File: src/rtl/irq_hub_pkg.sv
// Shared definitions for the interrupt collector: register bus width and
// the address of each register. Assumes a word-wide, single-cycle bus.
package irq_hub_pkg;
    localparam int unsigned REG_AW = 3;

    typedef enum logic [REG_AW-1:0] {
        RG_SRC  = 3'd0,
        RG_NEN  = 3'd1,
        RG_FEN  = 3'd2,
        RG_NPND = 3'd3,
        RG_FPND = 3'd4
    } reg_sel_e;
endpackage

File: src/rtl/irq_src_latch.sv
// Source capture register. Each bit is set by its line and held until a
// write-one-to-clear; a line that is still high wins over the clear.
// Assumes the lines are already synchronous to clk.
module irq_src_latch #(
    parameter int unsigned N = 32
) (
    input  logic         clk,
    input  logic         rst_n,
    input  logic [N-1:0] irq_in,
    input  logic [N-1:0] clr_vec,
    output logic [N-1:0] src_q
);
    // Latch new requests, drop cleared ones, and reset to empty.
    always_ff @(posedge clk) begin
        if (!rst_n) src_q <= '0;
        else        src_q <= (src_q & ~clr_vec) | irq_in;
    end


    set_hold_chk: assert property (@(posedge clk) disable iff (!rst_n)
        $past(rst_n) |-> (((src_q & $past(irq_in)) == $past(irq_in)) &&
                          ((src_q & $past(src_q) & ~$past(clr_vec)) ==
                           ($past(src_q) & ~$past(clr_vec)))));


    w1c_clear_chk: assert property (@(posedge clk) disable iff (!rst_n)
        $past(rst_n) |-> ((src_q & $past(clr_vec) & ~$past(irq_in)) == '0));
endmodule

File: src/rtl/irq_ffo.sv
// Priority index of a vector, MSB first: the top bit gives 0, bit 0 alone
// gives N-1, an empty vector gives N. Purely combinational.
module irq_ffo #(
    parameter int unsigned N  = 32,
    parameter int unsigned IW = $clog2(N+1)
) (
    input  logic [N-1:0]  vec,
    output logic [IW-1:0] res
);
    // Scan upward so the highest set bit is the last to write the result.
    always_comb begin
        res = IW'(N);
        for (int i = 0; i < N; i++) begin
            if (vec[i]) res = IW'(N - 1 - i);
        end
    end
endmodule

File: src/rtl/irq_hub.sv
// Two-class interrupt collector: latched sources, normal and fast enable
// masks, pending vectors, priority indices, class requests and a table
// offset for the fast class. Assumes a single-cycle register bus with
// combinational read data.
module irq_hub
    import irq_hub_pkg::*;
#(
    parameter int unsigned NUM_SRC = 32,
    localparam int unsigned IDX_W  = $clog2(NUM_SRC + 1),
    localparam int unsigned OFS_W  = IDX_W + 2
) (
    input  logic               clk,
    input  logic               rst_n,
    input  logic [NUM_SRC-1:0] irq_in,
    input  logic               bus_wr,
    input  logic [REG_AW-1:0]  bus_addr,
    input  logic [NUM_SRC-1:0] bus_wdata,
    output logic [NUM_SRC-1:0] bus_rdata,
    output logic               req_norm,
    output logic               req_fast,
    output logic [IDX_W-1:0]   ffo_norm,
    output logic [IDX_W-1:0]   ffo_fast,
    output logic [OFS_W-1:0]   disp_ofs
);
    logic [NUM_SRC-1:0] src_q, en_norm_q, en_fast_q, npend, fpend, clr_vec;
    logic [NUM_SRC-1:0] pend_vec [2];
    logic [IDX_W-1:0]   ffo_vec  [2];
    reg_sel_e           sel;

    assign sel = reg_sel_e'(bus_addr);

    // Decode a write-one-to-clear toward the source register.
    always_comb begin
        clr_vec = '0;
        if (bus_wr && sel == RG_SRC) clr_vec = bus_wdata;
    end

    irq_src_latch #(.N(NUM_SRC)) u_src (
        .clk     (clk),
        .rst_n   (rst_n),
        .irq_in  (irq_in),
        .clr_vec (clr_vec),
        .src_q   (src_q)
    );

    // Hold the two enable masks, written over the bus.
    always_ff @(posedge clk) begin
        if (!rst_n) begin
            en_norm_q <= '0;
            en_fast_q <= '0;
        end else if (bus_wr) begin
            if (sel == RG_NEN) en_norm_q <= bus_wdata;
            if (sel == RG_FEN) en_fast_q <= bus_wdata;
        end
    end

    assign npend       = src_q & en_norm_q;
    assign fpend       = src_q & en_fast_q;
    assign pend_vec[0] = npend;
    assign pend_vec[1] = fpend;

    // One priority encoder per class.
    for (genvar c = 0; c < 2; c++) begin : g_cls
        irq_ffo #(.N(NUM_SRC), .IW(IDX_W)) u_ffo (
            .vec (pend_vec[c]),
            .res (ffo_vec[c])
        );
    end

    assign ffo_norm = ffo_vec[0];
    assign ffo_fast = ffo_vec[1];
    assign disp_ofs = {ffo_fast, 2'b00};
    assign req_fast = |fpend;
    assign req_norm = (|npend) & ~req_fast;

    // Return the addressed register, zero for unmapped addresses.
    always_comb begin
        case (sel)
            RG_SRC:  bus_rdata = src_q;
            RG_NEN:  bus_rdata = en_norm_q;
            RG_FEN:  bus_rdata = en_fast_q;
            RG_NPND: bus_rdata = npend;
            RG_FPND: bus_rdata = fpend;
            default: bus_rdata = '0;
        endcase
    end


    rst_clear_chk: assert property (@(posedge clk)
        !rst_n |=> (en_norm_q == '0 && en_fast_q == '0 && src_q == '0 &&
                    !req_fast && !req_norm));


    norm_yield_chk: assert property (@(posedge clk) disable iff (!rst_n)
        req_fast |-> !req_norm);


    fast_req_chk: assert property (@(posedge clk) disable iff (!rst_n)
        req_fast == (int'(ffo_fast) != NUM_SRC));


    ffo_hit_chk: assert property (@(posedge clk) disable iff (!rst_n)
        (int'(ffo_fast) < NUM_SRC) |->
            (fpend[NUM_SRC - 1 - int'(ffo_fast)] &&
             ((fpend >> (NUM_SRC - int'(ffo_fast))) == '0)));


    ffo_empty_chk: assert property (@(posedge clk) disable iff (!rst_n)
        (int'(ffo_norm) == NUM_SRC) |-> (npend == '0));
endmodule

File: config.mk
export PLATFORM = sky130hd
export DESIGN_NAME = irq_hub
export DESIGN_NICKNAME = d
export VERILOG_FILES = /design/src/rtl/irq_hub_pkg.sv /design/src/rtl/irq_src_latch.sv /design/src/rtl/irq_ffo.sv /design/src/rtl/irq_hub.sv
export SDC_FILE = /design/constraint.sdc
export NUM_CORES = 1
export LEC_CHECK = 0
export BUFFER_PORTS_ARGS = -buffer_cell sky130_fd_sc_hd__buf_2
export CORE_UTILIZATION = 25
export CTS_BUF_LIST = sky130_fd_sc_hd__clkbuf_8 sky130_fd_sc_hd__clkbuf_16
export DETAILED_ROUTE_END_ITERATION = 8
export SETUP_SLACK_MARGIN = 0.1
export SLEW_MARGIN = 20
export SYNTH_ARGS = -nofsm -noshare
export SYNTH_HDL_FRONTEND = slang
export SYNTH_HIERARCHICAL = 1
export SYNTH_SLANG_ARGS = --single-unit
File: constraint.sdc
create_clock -name clk -period 2.4 [get_ports clk]
set_input_delay 0.36 -clock clk [delete_from_list [all_inputs] [get_ports clk]]
set_output_delay 0.36 -clock clk [all_outputs]
set_load 0.05 [all_outputs]
==> results of run 1 <==
layer usage:
layer | track usage | up-vias
met2 | 0.303 | 175
met1 | 0.235 | 3180
li1 | - | 3319
met5 | 0 | -
met3 | 0.0287 | 40
met4 | 0.0787 | 0
cell usage in the layout (no fill, tap or decap), drive strengths merged, types with 2 or more instances in the layout:
master and count:
buf 226, nand2 170, dfxtp 96, and2 81, a21boi 66, inv 46, o21ai 38, nor2b 36
nor2 36, o21a 34, nor4 24, nand3 19, nand2b 18, a31oi 18, a22oi 17, mux2i 16
o22ai 16, or4 14, a21oi 14, nor3 12, clkbuf 10, o31ai 8, nand4 4, nor3b 4
a2111oi 4, nand3b 2, conb 2, a211oi 2, a21o 2, o2111ai 2, clkinv 2, a221oi 2
cell usage after synthesis (3+ instances only):
| cell | number | area (um2) |
|---|---|---|
| o21a_1 | 34 | 255 |
| o22ai_1 | 16 | 100 |
| nor2_1 | 36 | 135 |
| a22oi_1 | 17 | 128 |
| nor4_1 | 24 | 150 |
| nand2b_1 | 18 | 113 |
| nor3b_1 | 4 | 30.0 |
| o21ai_0 | 36 | 180 |
| buf_4 | 8 | 60.1 |
| mux2i_1 | 16 | 160 |
| or4_1 | 12 | 90.1 |
| buf_6 | 3 | 33.8 |
| nand4_1 | 4 | 25.0 |
| and2_1 | 79 | 494 |
| a21oi_1 | 14 | 70.1 |
| inv_1 | 45 | 169 |
| dfxtp_1 | 96 | 1920 |
| nor2b_1 | 36 | 225 |
| clkbuf_1 | 39 | 146 |
| a31oi_1 | 18 | 113 |
| nand3_1 | 19 | 95.1 |
| o31ai_1 | 8 | 60.1 |
| nor3_1 | 12 | 60.1 |
| a2111oi_0 | 4 | 35.0 |
| a21boi_0 | 64 | 480 |
| nand2_1 | 170 | 638 |
report_power, final:
part	leakage [uW]	switching, uW	internal [uW]
registers	0.000800	62.7	1660
clock network	0.000146	625	822
logic	0.00305	673	467
flip-flops by register name, summed over array words and instances, names as in the netlist:
name / flops
en_norm_q: 32
u_src/src_q: 32
en_fast_q: 32
kinds of logic (layout without fill, tap and decap cells):
kind of cell	count (synthesis)	after routing	share of synthesized area
AOI/OAI and AO/OA	226	226	0.249
muxes	16	16	0.0259
and+or+nand+nor	423	423	0.345
DFF	96	96	0.311
buffers and inverters	99	285	0.0690
other	1	3	0.000606
per-stage QoR:
stage          power, uW   util
2_1_floorplan       2390      -
3_3_place_gp        2680  0.318
3_5_place_dp        2690  0.318
4_1_cts             4290  0.363
5_1_grt             4490  0.379
6_report            4310  0.379
layout make-up:
class,instances,area [um2]
timing repair buffer,226,1610
clock inverter,4,47.5
antenna,1,2.50
fill,2504,15100
clock buffer,10,239
inverter,45,184
tap,324,405
sequential,96,1990
multi-input combinational,667,4750
worst register-to-register path: stages, from the launching register on:
cell	delay, ns
dfxtp_2	0.33
buf_6	0.11
buf_4	0.12
nor2b_1	0.12
o21a_1	0.16
how the worst min path moves through the flow:
stage,start,end,slack [ns],depth (start not counted)
after floorplan,en_fast_q[7],en_fast_q[7],0.45,2
after global placement,en_norm_q[24],en_norm_q[24],0.46,2
after detailed placement,en_norm_q[0],en_norm_q[0],0.47,2
after CTS,irq_in[16],u_src/src_q[16],0.21,2
after global routing,irq_in[31],u_src/src_q[31],0.21,2
final,irq_in[16],u_src/src_q[16],0.21,2
timing repair:
item                       CTS  global route
setup endpoints to repair   20            20
hold buffers                 0             0
cloned                       0             0
buffers inserted            19            18
gates resized for setup    217            73
pin swaps                   45            47
hold endpoints to repair     0             0
==> flow_metrics.env, run 1 <==
export IMPL_outcome="finished, violations left"
export IMPL_violations="setup timing"
export IMPL_netlist_area_um2=6190
export IMPL_ff2ff_setup_slack_ns=1.45
export IMPL_clkSinkCount=96
export IMPL_reg2reg_to="u_src/src_q[2]"
export IMPL_total_leakage_power_uw=0.00399
export IMPL_drv_cap=0
export IMPL_synth_edf_count=0
export IMPL_powerDensity_nw_per_um2=467
export IMPL_path_clk_slew_ns=0.07
export IMPL_area_growth_pct=49.2
export IMPL_grt_setup_unrepaired="yes"
export IMPL_cts_max_level=3
export IMPL_drive_gt1_frac=0.438
export IMPL_remaining_drc_errors=0
export IMPL_crit_path_end="req_norm"
export IMPL_place_area_um2=7740
export IMPL_die_w_um=159
export IMPL_dp_cells=1321
export IMPL_dr_wl_met2_um=11200
export IMPL_fin_crit_sh=1.12
export IMPL_end_kind="output port"
export IMPL_grt_ovfl_total=0
export IMPL_finalSetupViolCount=16
export IMPL_clk_latency_ns=0.35
export IMPL_rows=57
export IMPL_cp_arrival_ns=2.33
export IMPL_wl_met3_um=968
export IMPL_fin_tns_setup_ns=-1.33
export IMPL_hpwl_um=16400
export IMPL_netlist_instances=861
export IMPL_hp_class="primary input to flip-flop"
export IMPL_cts_tree="done"
export IMPL_grt_pass1_vias=6563
export IMPL_die_height_um=159
export IMPL_synth_cell_types=45
export IMPL_grt_start_max_net_pins=97
export IMPL_slew_viol_final=0
export IMPL_die_area_um2=25400
export IMPL_crit_fanout=4
export IMPL_slowest_delay_ns=0.52
export IMPL_maxSlewHeadroom=0.625
export IMPL_wl_um=23400
export IMPL_io_buffers=121
export IMPL_wl_per_cell_um=17.0
export IMPL_start_util=0.254
export IMPL_grt_antenna_before_repair=1
export IMPL_synthArstFlopShare=0
export IMPL_final_cells=1373
export IMPL_synth_warnings=6
export IMPL_viasPerCell=4.89
export IMPL_vias=6714
export IMPL_grt_pass1_wl_um=36300
export IMPL_grt_use_total=0.183
export IMPL_cp_depth=5
export IMPL_slowest_stage="or4_4"
export IMPL_irDropWorstVdd_mv=0.344
export IMPL_post_place_ws_ns=-0.00734
export IMPL_clock_fmax_ghz=0.372
export IMPL_worst_pin_slew_ns=0.563
export IMPL_path_class="flip-flop to output port"
export IMPL_fin_ws_ns=-0.290
export IMPL_highest_layer="met4"
export IMPL_crit_family="simple AND/OR/NAND/NOR gates"
export IMPL_nNetsFinal=1115
export IMPL_r2r_cells=4
export IMPL_ant_nets=0
export IMPL_cp_buffers_inverters=1
export IMPL_ys_ff_latch=96
export IMPL_ys_seq_area_frac=0.311
export IMPL_skew_ns=0
export IMPL_firstDrtPassIters=5
export IMPL_met1_length_um=10500
export IMPL_hold_viol=0
export IMPL_crit_path_start="u_src/src_q[5]"
export IMPL_cts_made_buffers=9
export IMPL_design_area_um2=9230
export IMPL_crit_top_cell="or4_4"
export IMPL_fin_hold_ws_ns=0.212
export IMPL_reg2reg_from="u_src/src_q[2]"
export IMPL_place_congestion=0.832
export IMPL_avgSynthCellArea_um2=7.18
export IMPL_drt_iter0_drc=472
export IMPL_cp_cell_sequence="and2_4, or4_4, or4_4, o211a_1, buf_6"
export IMPL_boundaryPins=124
export IMPL_clock_tree_root_cell="clkbuf_16"
export IMPL_start_kind="flip-flop"
export IMPL_cts_buffer_depth=2
export IMPL_crit_required_ns=2.04
export IMPL_synth_top_flop_cell="dfxtp_1"
export IMPL_min_period_ns=2.69
export IMPL_core_um2=24300
(Power assumes the default switching activity.)
==> inputs of run 2 (changes only) <==
--- a/config.mk
+++ b/config.mk
@@ -15,3 +15,4 @@
 export SYNTH_HDL_FRONTEND = slang
 export SYNTH_HIERARCHICAL = 1
 export SYNTH_SLANG_ARGS = --single-unit
+export TNS_END_PERCENT = 20
==> flow_metrics.env, run 2 (synthesis gave the netlist of run 1 again) <==
export IMPL_fin_crit_sh=1.12
export IMPL_r2r_cells=4
export IMPL_drt_iter0_drc=438
export IMPL_cts_made_buffers=9
export IMPL_layout_common_cells="nand2_1 (163), buf_2 (101), dfxtp_1 (80), buf_4 (70), a21boi_0 (64)"
export IMPL_clkSinkCount=96
export IMPL_min_delay_start="irq_in[8]"
export IMPL_viasPerCell=4.90
export IMPL_grt_ovfl_total=0
export IMPL_use_met1=0.230
export IMPL_place_congestion=0.872
export IMPL_grt_start_max_net_pins=97
export IMPL_cp_arrival_ns=2.32
export IMPL_powerDensity_nw_per_um2=511
export IMPL_die_w_um=159
export IMPL_vias=6565
export IMPL_drive_gt1_frac=0.304
export IMPL_end_kind="output port"
export IMPL_place_area_um2=7600
export IMPL_wl_per_cell_um=16.5
export IMPL_slowest_stage="or4_4"
export IMPL_grt_use_met3=0.0250
export IMPL_die_height_um=159
export IMPL_reg2reg_to="u_src/src_q[0]"
export IMPL_worstHoldPathCells=2
export IMPL_grt_pass1_wl_um=33900
export IMPL_design_area_um2=8400
export IMPL_boundaryPins=124
export IMPL_ant_nets=0
export IMPL_clock_fmax_ghz=0.373
export IMPL_reg_top3="en_fast_q: 32 flops, en_norm_q: 32 flops, u_src/src_q: 32 flops"
export IMPL_power_total_uw=4290
export IMPL_firstDrtPassIters=5
export IMPL_holdPathEnd="u_src/src_q[8]"
export IMPL_reg2reg_from="u_src/src_q[0]"
export IMPL_cp_cell_sequence="and2_4, or4_4, or4_4, o211a_4, buf_8"
export IMPL_crit_fanout=2
export IMPL_hp_class="primary input to flip-flop"
export IMPL_finalSetupViolCount=20
export IMPL_grt_setup_unrepaired="yes"
export IMPL_nFillCells=2585
export IMPL_multiInputGateArea_um2=4270
export IMPL_cts_tree="done"
export IMPL_grt_antenna_before_repair=0
export IMPL_rows=57
export IMPL_start_util=0.254
export IMPL_clk_latency_ns=0.35
export IMPL_grt_pass1_vias=6140
export IMPL_cts_buffer_depth=2
export IMPL_core_um2=24300
export IMPL_path_class="flip-flop to output port"
export IMPL_nNetsFinal=1082
export IMPL_final_common_cell="nand2_1"
export IMPL_busiest_layer="met2"
export IMPL_wl_um=22100
export IMPL_irDropWorstVdd_mv=0.226
export IMPL_n_antenna_cell=0
export IMPL_path_clk_slew_ns=0.07
export IMPL_cts_max_level=3
export IMPL_total_leakage_power_uw=0.00361
export IMPL_hpwl_um=16100
export IMPL_crit_top_cell="or4_4"
export IMPL_crit_required_ns=2.04
export IMPL_grt_use_total=0.171
export IMPL_skew_ns=0
export IMPL_drv_cap=0
export IMPL_min_period_ns=2.68
export IMPL_dp_cells=1321
export IMPL_start_kind="flip-flop"
export IMPL_slew_viol_final=0
export IMPL_slowest_delay_ns=0.54
export IMPL_fin_ws_ns=-0.283
export IMPL_clock_tree_root_cell="clkbuf_16"
export IMPL_final_cells=1339
export IMPL_remaining_drc_errors=0
export IMPL_outcome="finished, violations left"
export IMPL_io_buffers=121
export IMPL_grt_use_met2=0.278
export IMPL_violations="setup timing"
export IMPL_die_area_um2=25400
export IMPL_post_place_ws_ns=-0.0267
export IMPL_layout_area_seq_um2=1940
export IMPL_area_growth_pct=35.8
export IMPL_hold_viol=0
export IMPL_ff2ff_setup_slack_ns=1.45
run 2: routing by layer:
metal  share of wire  vias up
li1                -     3253
met1            0.46     3081
met2            0.47      206
met3           0.046       25
met4           0.022        0
met5               0        -
run 2: how the worst max path moves through the flow:
stage,start,endpoint,cells past startpoint
finish,u_src/src_q[6],req_norm,5
global route,u_src/src_q[1],ffo_norm[0],8
CTS,en_norm_q[31],req_norm,5
detailed placement,u_src/src_q[6],req_norm,6
global placement,u_src/src_q[6],req_norm,5
floorplan,bus_addr[2],bus_rdata[14],5
run 2: cell type report:
type	count	share of cell area
Tap cell	324	0.0483
Clock buffer	10	0.0284
Inverter	45	0.0201
Multi-Input combinational cell	667	0.508
Timing Repair Buffer	193	0.156
Sequential cell	96	0.231
Clock inverter	4	0.00834
run 2: timing repair:
action,CTS,global route
gates cloned,0,0
pin swaps,13,15
resized for setup,95,45
hold buffers,0,0
setup endpoints to repair,20,20
setup buffers,1,3
run 2: power breakdown:
group / internal (uW) / switching, uW / leakage [uW]
registers: 1660 / 59.1 / 0.000791
logic: 405 / 627 / 0.00266
clock network: 927 / 620 / 0.000154
total: 2990 / 1310 / 0.00361
run 2: worst max-delay path: cells and delay by family, from the launching register on:
| family | cells | cell delay [ns] |
|---|---|---|
| and+or+nand+nor | 3 | 1.22 |
| AOI/OAI and AO/OA | 1 | 0.29 |
| DFF | 1 | 0.31 |
| buffers and inverters | 1 | 0.15 |
run 2: metrics by stage:
stage	hold slack, ns	util	setup TNS (ns)
final	0.213	0.345	-2.25
after global routing	0.212	0.345	-4.01
after CTS	0.208	0.339	-2.58
after detailed placement	0.472	0.313	-0.0267
after global placement	0.464	0.313	0
after floorplan	0.452	-	-1.12
==> inputs of run 3 (changes only) <==
--- a/config.mk
+++ b/config.mk
@@ -6,6 +6,7 @@
 export NUM_CORES = 1
 export LEC_CHECK = 0
 export BUFFER_PORTS_ARGS = -buffer_cell sky130_fd_sc_hd__buf_2
+export CORE_MARGIN = 1.5
 export CORE_UTILIZATION = 25
 export CTS_BUF_LIST = sky130_fd_sc_hd__clkbuf_8 sky130_fd_sc_hd__clkbuf_16
 export DETAILED_ROUTE_END_ITERATION = 8
==> flow_metrics.env, run 3 (synthesis gave the netlist of run 1 again) <==
export IMPL_grt_pass1_vias=6304
export IMPL_drv_cap=0
export IMPL_layout_common_cells="nand2_1 (161), buf_2 (101), dfxtp_1 (77), buf_4 (74), a21boi_0 (64)"
export IMPL_viasPerCell=4.91
export IMPL_hp_class="primary input to flip-flop"
export IMPL_wl_per_cell_um=16.4
export IMPL_rows=57
export IMPL_grt_use_total=0.173
export IMPL_vias=6618
export IMPL_nNetsFinal=1088
export IMPL_place_congestion=0.853
export IMPL_clock_fmax_ghz=0.373
export IMPL_worstHoldPathCells=2
export IMPL_die_area_um2=25700
export IMPL_post_place_ws_ns=-0.0142
export IMPL_fin_util=0.350
export IMPL_grt_start_max_net_pins=97
export IMPL_clkSinkCount=96
export IMPL_crit_required_ns=2.04
export IMPL_n_antenna_cell=0
export IMPL_area_growth_pct=37.6
export IMPL_fin_tns_setup_ns=-2.06
export IMPL_irDropWorstVdd_mv=0.318
export IMPL_grt_setup_unrepaired="yes"
export IMPL_crit_fanout=5
export IMPL_grt_ovfl_total=0
export IMPL_die_w_um=160
export IMPL_io_buffers=121
export IMPL_power_total_uw=4270
export IMPL_cts_max_level=3
export IMPL_drt_iter0_drc=544
export IMPL_cp_arrival_ns=2.32
export IMPL_hpwl_um=16500
export IMPL_grt_pass1_wl_um=34300
export IMPL_wl_met3_um=872
export IMPL_remaining_drc_errors=0
export IMPL_highest_layer="met4"
export IMPL_outcome="finished, violations left"
export IMPL_r2r_cells=3
export IMPL_met1_length_um=10200
export IMPL_grt_antenna_before_repair=0
export IMPL_powerDensity_nw_per_um2=501
export IMPL_clk_latency_ns=0.36
export IMPL_slew_viol_final=0
export IMPL_boundaryPins=124
export IMPL_finalSetupViolCount=18
export IMPL_cts_buffer_depth=2
export IMPL_firstDrtPassIters=5
export IMPL_fin_hold_ws_ns=0.203
export IMPL_cts_tree="done"
export IMPL_fin_crit_sh=1.12
export IMPL_clock_tree_root_cell="clkbuf_16"
export IMPL_nFillCells=2570
export IMPL_end_kind="output port"
export IMPL_die_height_um=160
export IMPL_skew_ns=0
export IMPL_reg_top3="en_fast_q: 32 flops, en_norm_q: 32 flops, u_src/src_q: 32 flops"
export IMPL_total_leakage_power_uw=0.00367
export IMPL_layout_area_seq_um2=1950
export IMPL_wl_um=22100
export IMPL_fin_ws_ns=-0.279
export IMPL_cts_made_buffers=9
export IMPL_path_class="flip-flop to output port"
export IMPL_core_um2=24300
export IMPL_multiInputGateArea_um2=4310
export IMPL_ant_nets=0
export IMPL_violations="setup timing"
export IMPL_start_kind="flip-flop"
export IMPL_dr_wl_met2_um=10300
export IMPL_drive_gt1_frac=0.314
export IMPL_final_common_cell="nand2_1"
export IMPL_min_period_ns=2.68
export IMPL_path_clk_slew_ns=0.07
export IMPL_hold_viol=0
export IMPL_start_util=0.254
## run 3: timing repair
action                                  in CTS  in global routing
hold buffers                                 0                  0
gates resized for setup                    114                 39
endpoints found under the setup margin      20                 20
pin swaps                                   19                 18
buffers inserted                             2                  4
## run 3: power breakdown
group          leakage (uW)  internal (uW)  total [uW]  switching, uW
Clock              0.000145            840        1500            660
Combinational       0.00274            415        1050            631
Sequential         0.000791           1660        1720           61.5
Total               0.00367           2910        4270           1350
## run 3: metal layers
| metal | global-route usage | vias to the layer above |
|---|---|---|
| met5 | 0 | - |
| met4 | 0.0803 | 0 |
| met3 | 0.0196 | 35 |
| met2 | 0.283 | 182 |
| met1 | 0.227 | 3129 |
| li1 | - | 3272 |
## run 3: metrics by stage
stage,area [um2],instances
after floorplan,6300,862
final,8510,1347
after detailed placement,7650,1325
after global placement,7650,1325
after CTS,8350,1343
after global routing,8510,1347
## run 3: worst paths after layout
check | start | end | slack, ns
setup reg to reg | u_src/src_q[6] | u_src/src_q[6] | 1.55
hold reg to reg | en_norm_q[24] | en_norm_q[24] | 0.47
setup / recovery | u_src/src_q[2] | req_norm | -0.28
hold / removal | irq_in[10] | u_src/src_q[10] | 0.20
## run 3: area by class of cell
type	count	share of cell area
clock buffer	10	0.0281
multi-input combinational	667	0.506
clock inverter	6	0.00794
sequential	96	0.229
inverter	45	0.0198
tap	324	0.0476
timing repair buffer	199	0.162
## run 3: critical path: stages (launching register included)
cell	delay (ns)
dfxtp_2	0.34
and2_4	0.16
or4_1	0.49
or4_4	0.55
o211a_4	0.26
buf_6	0.15
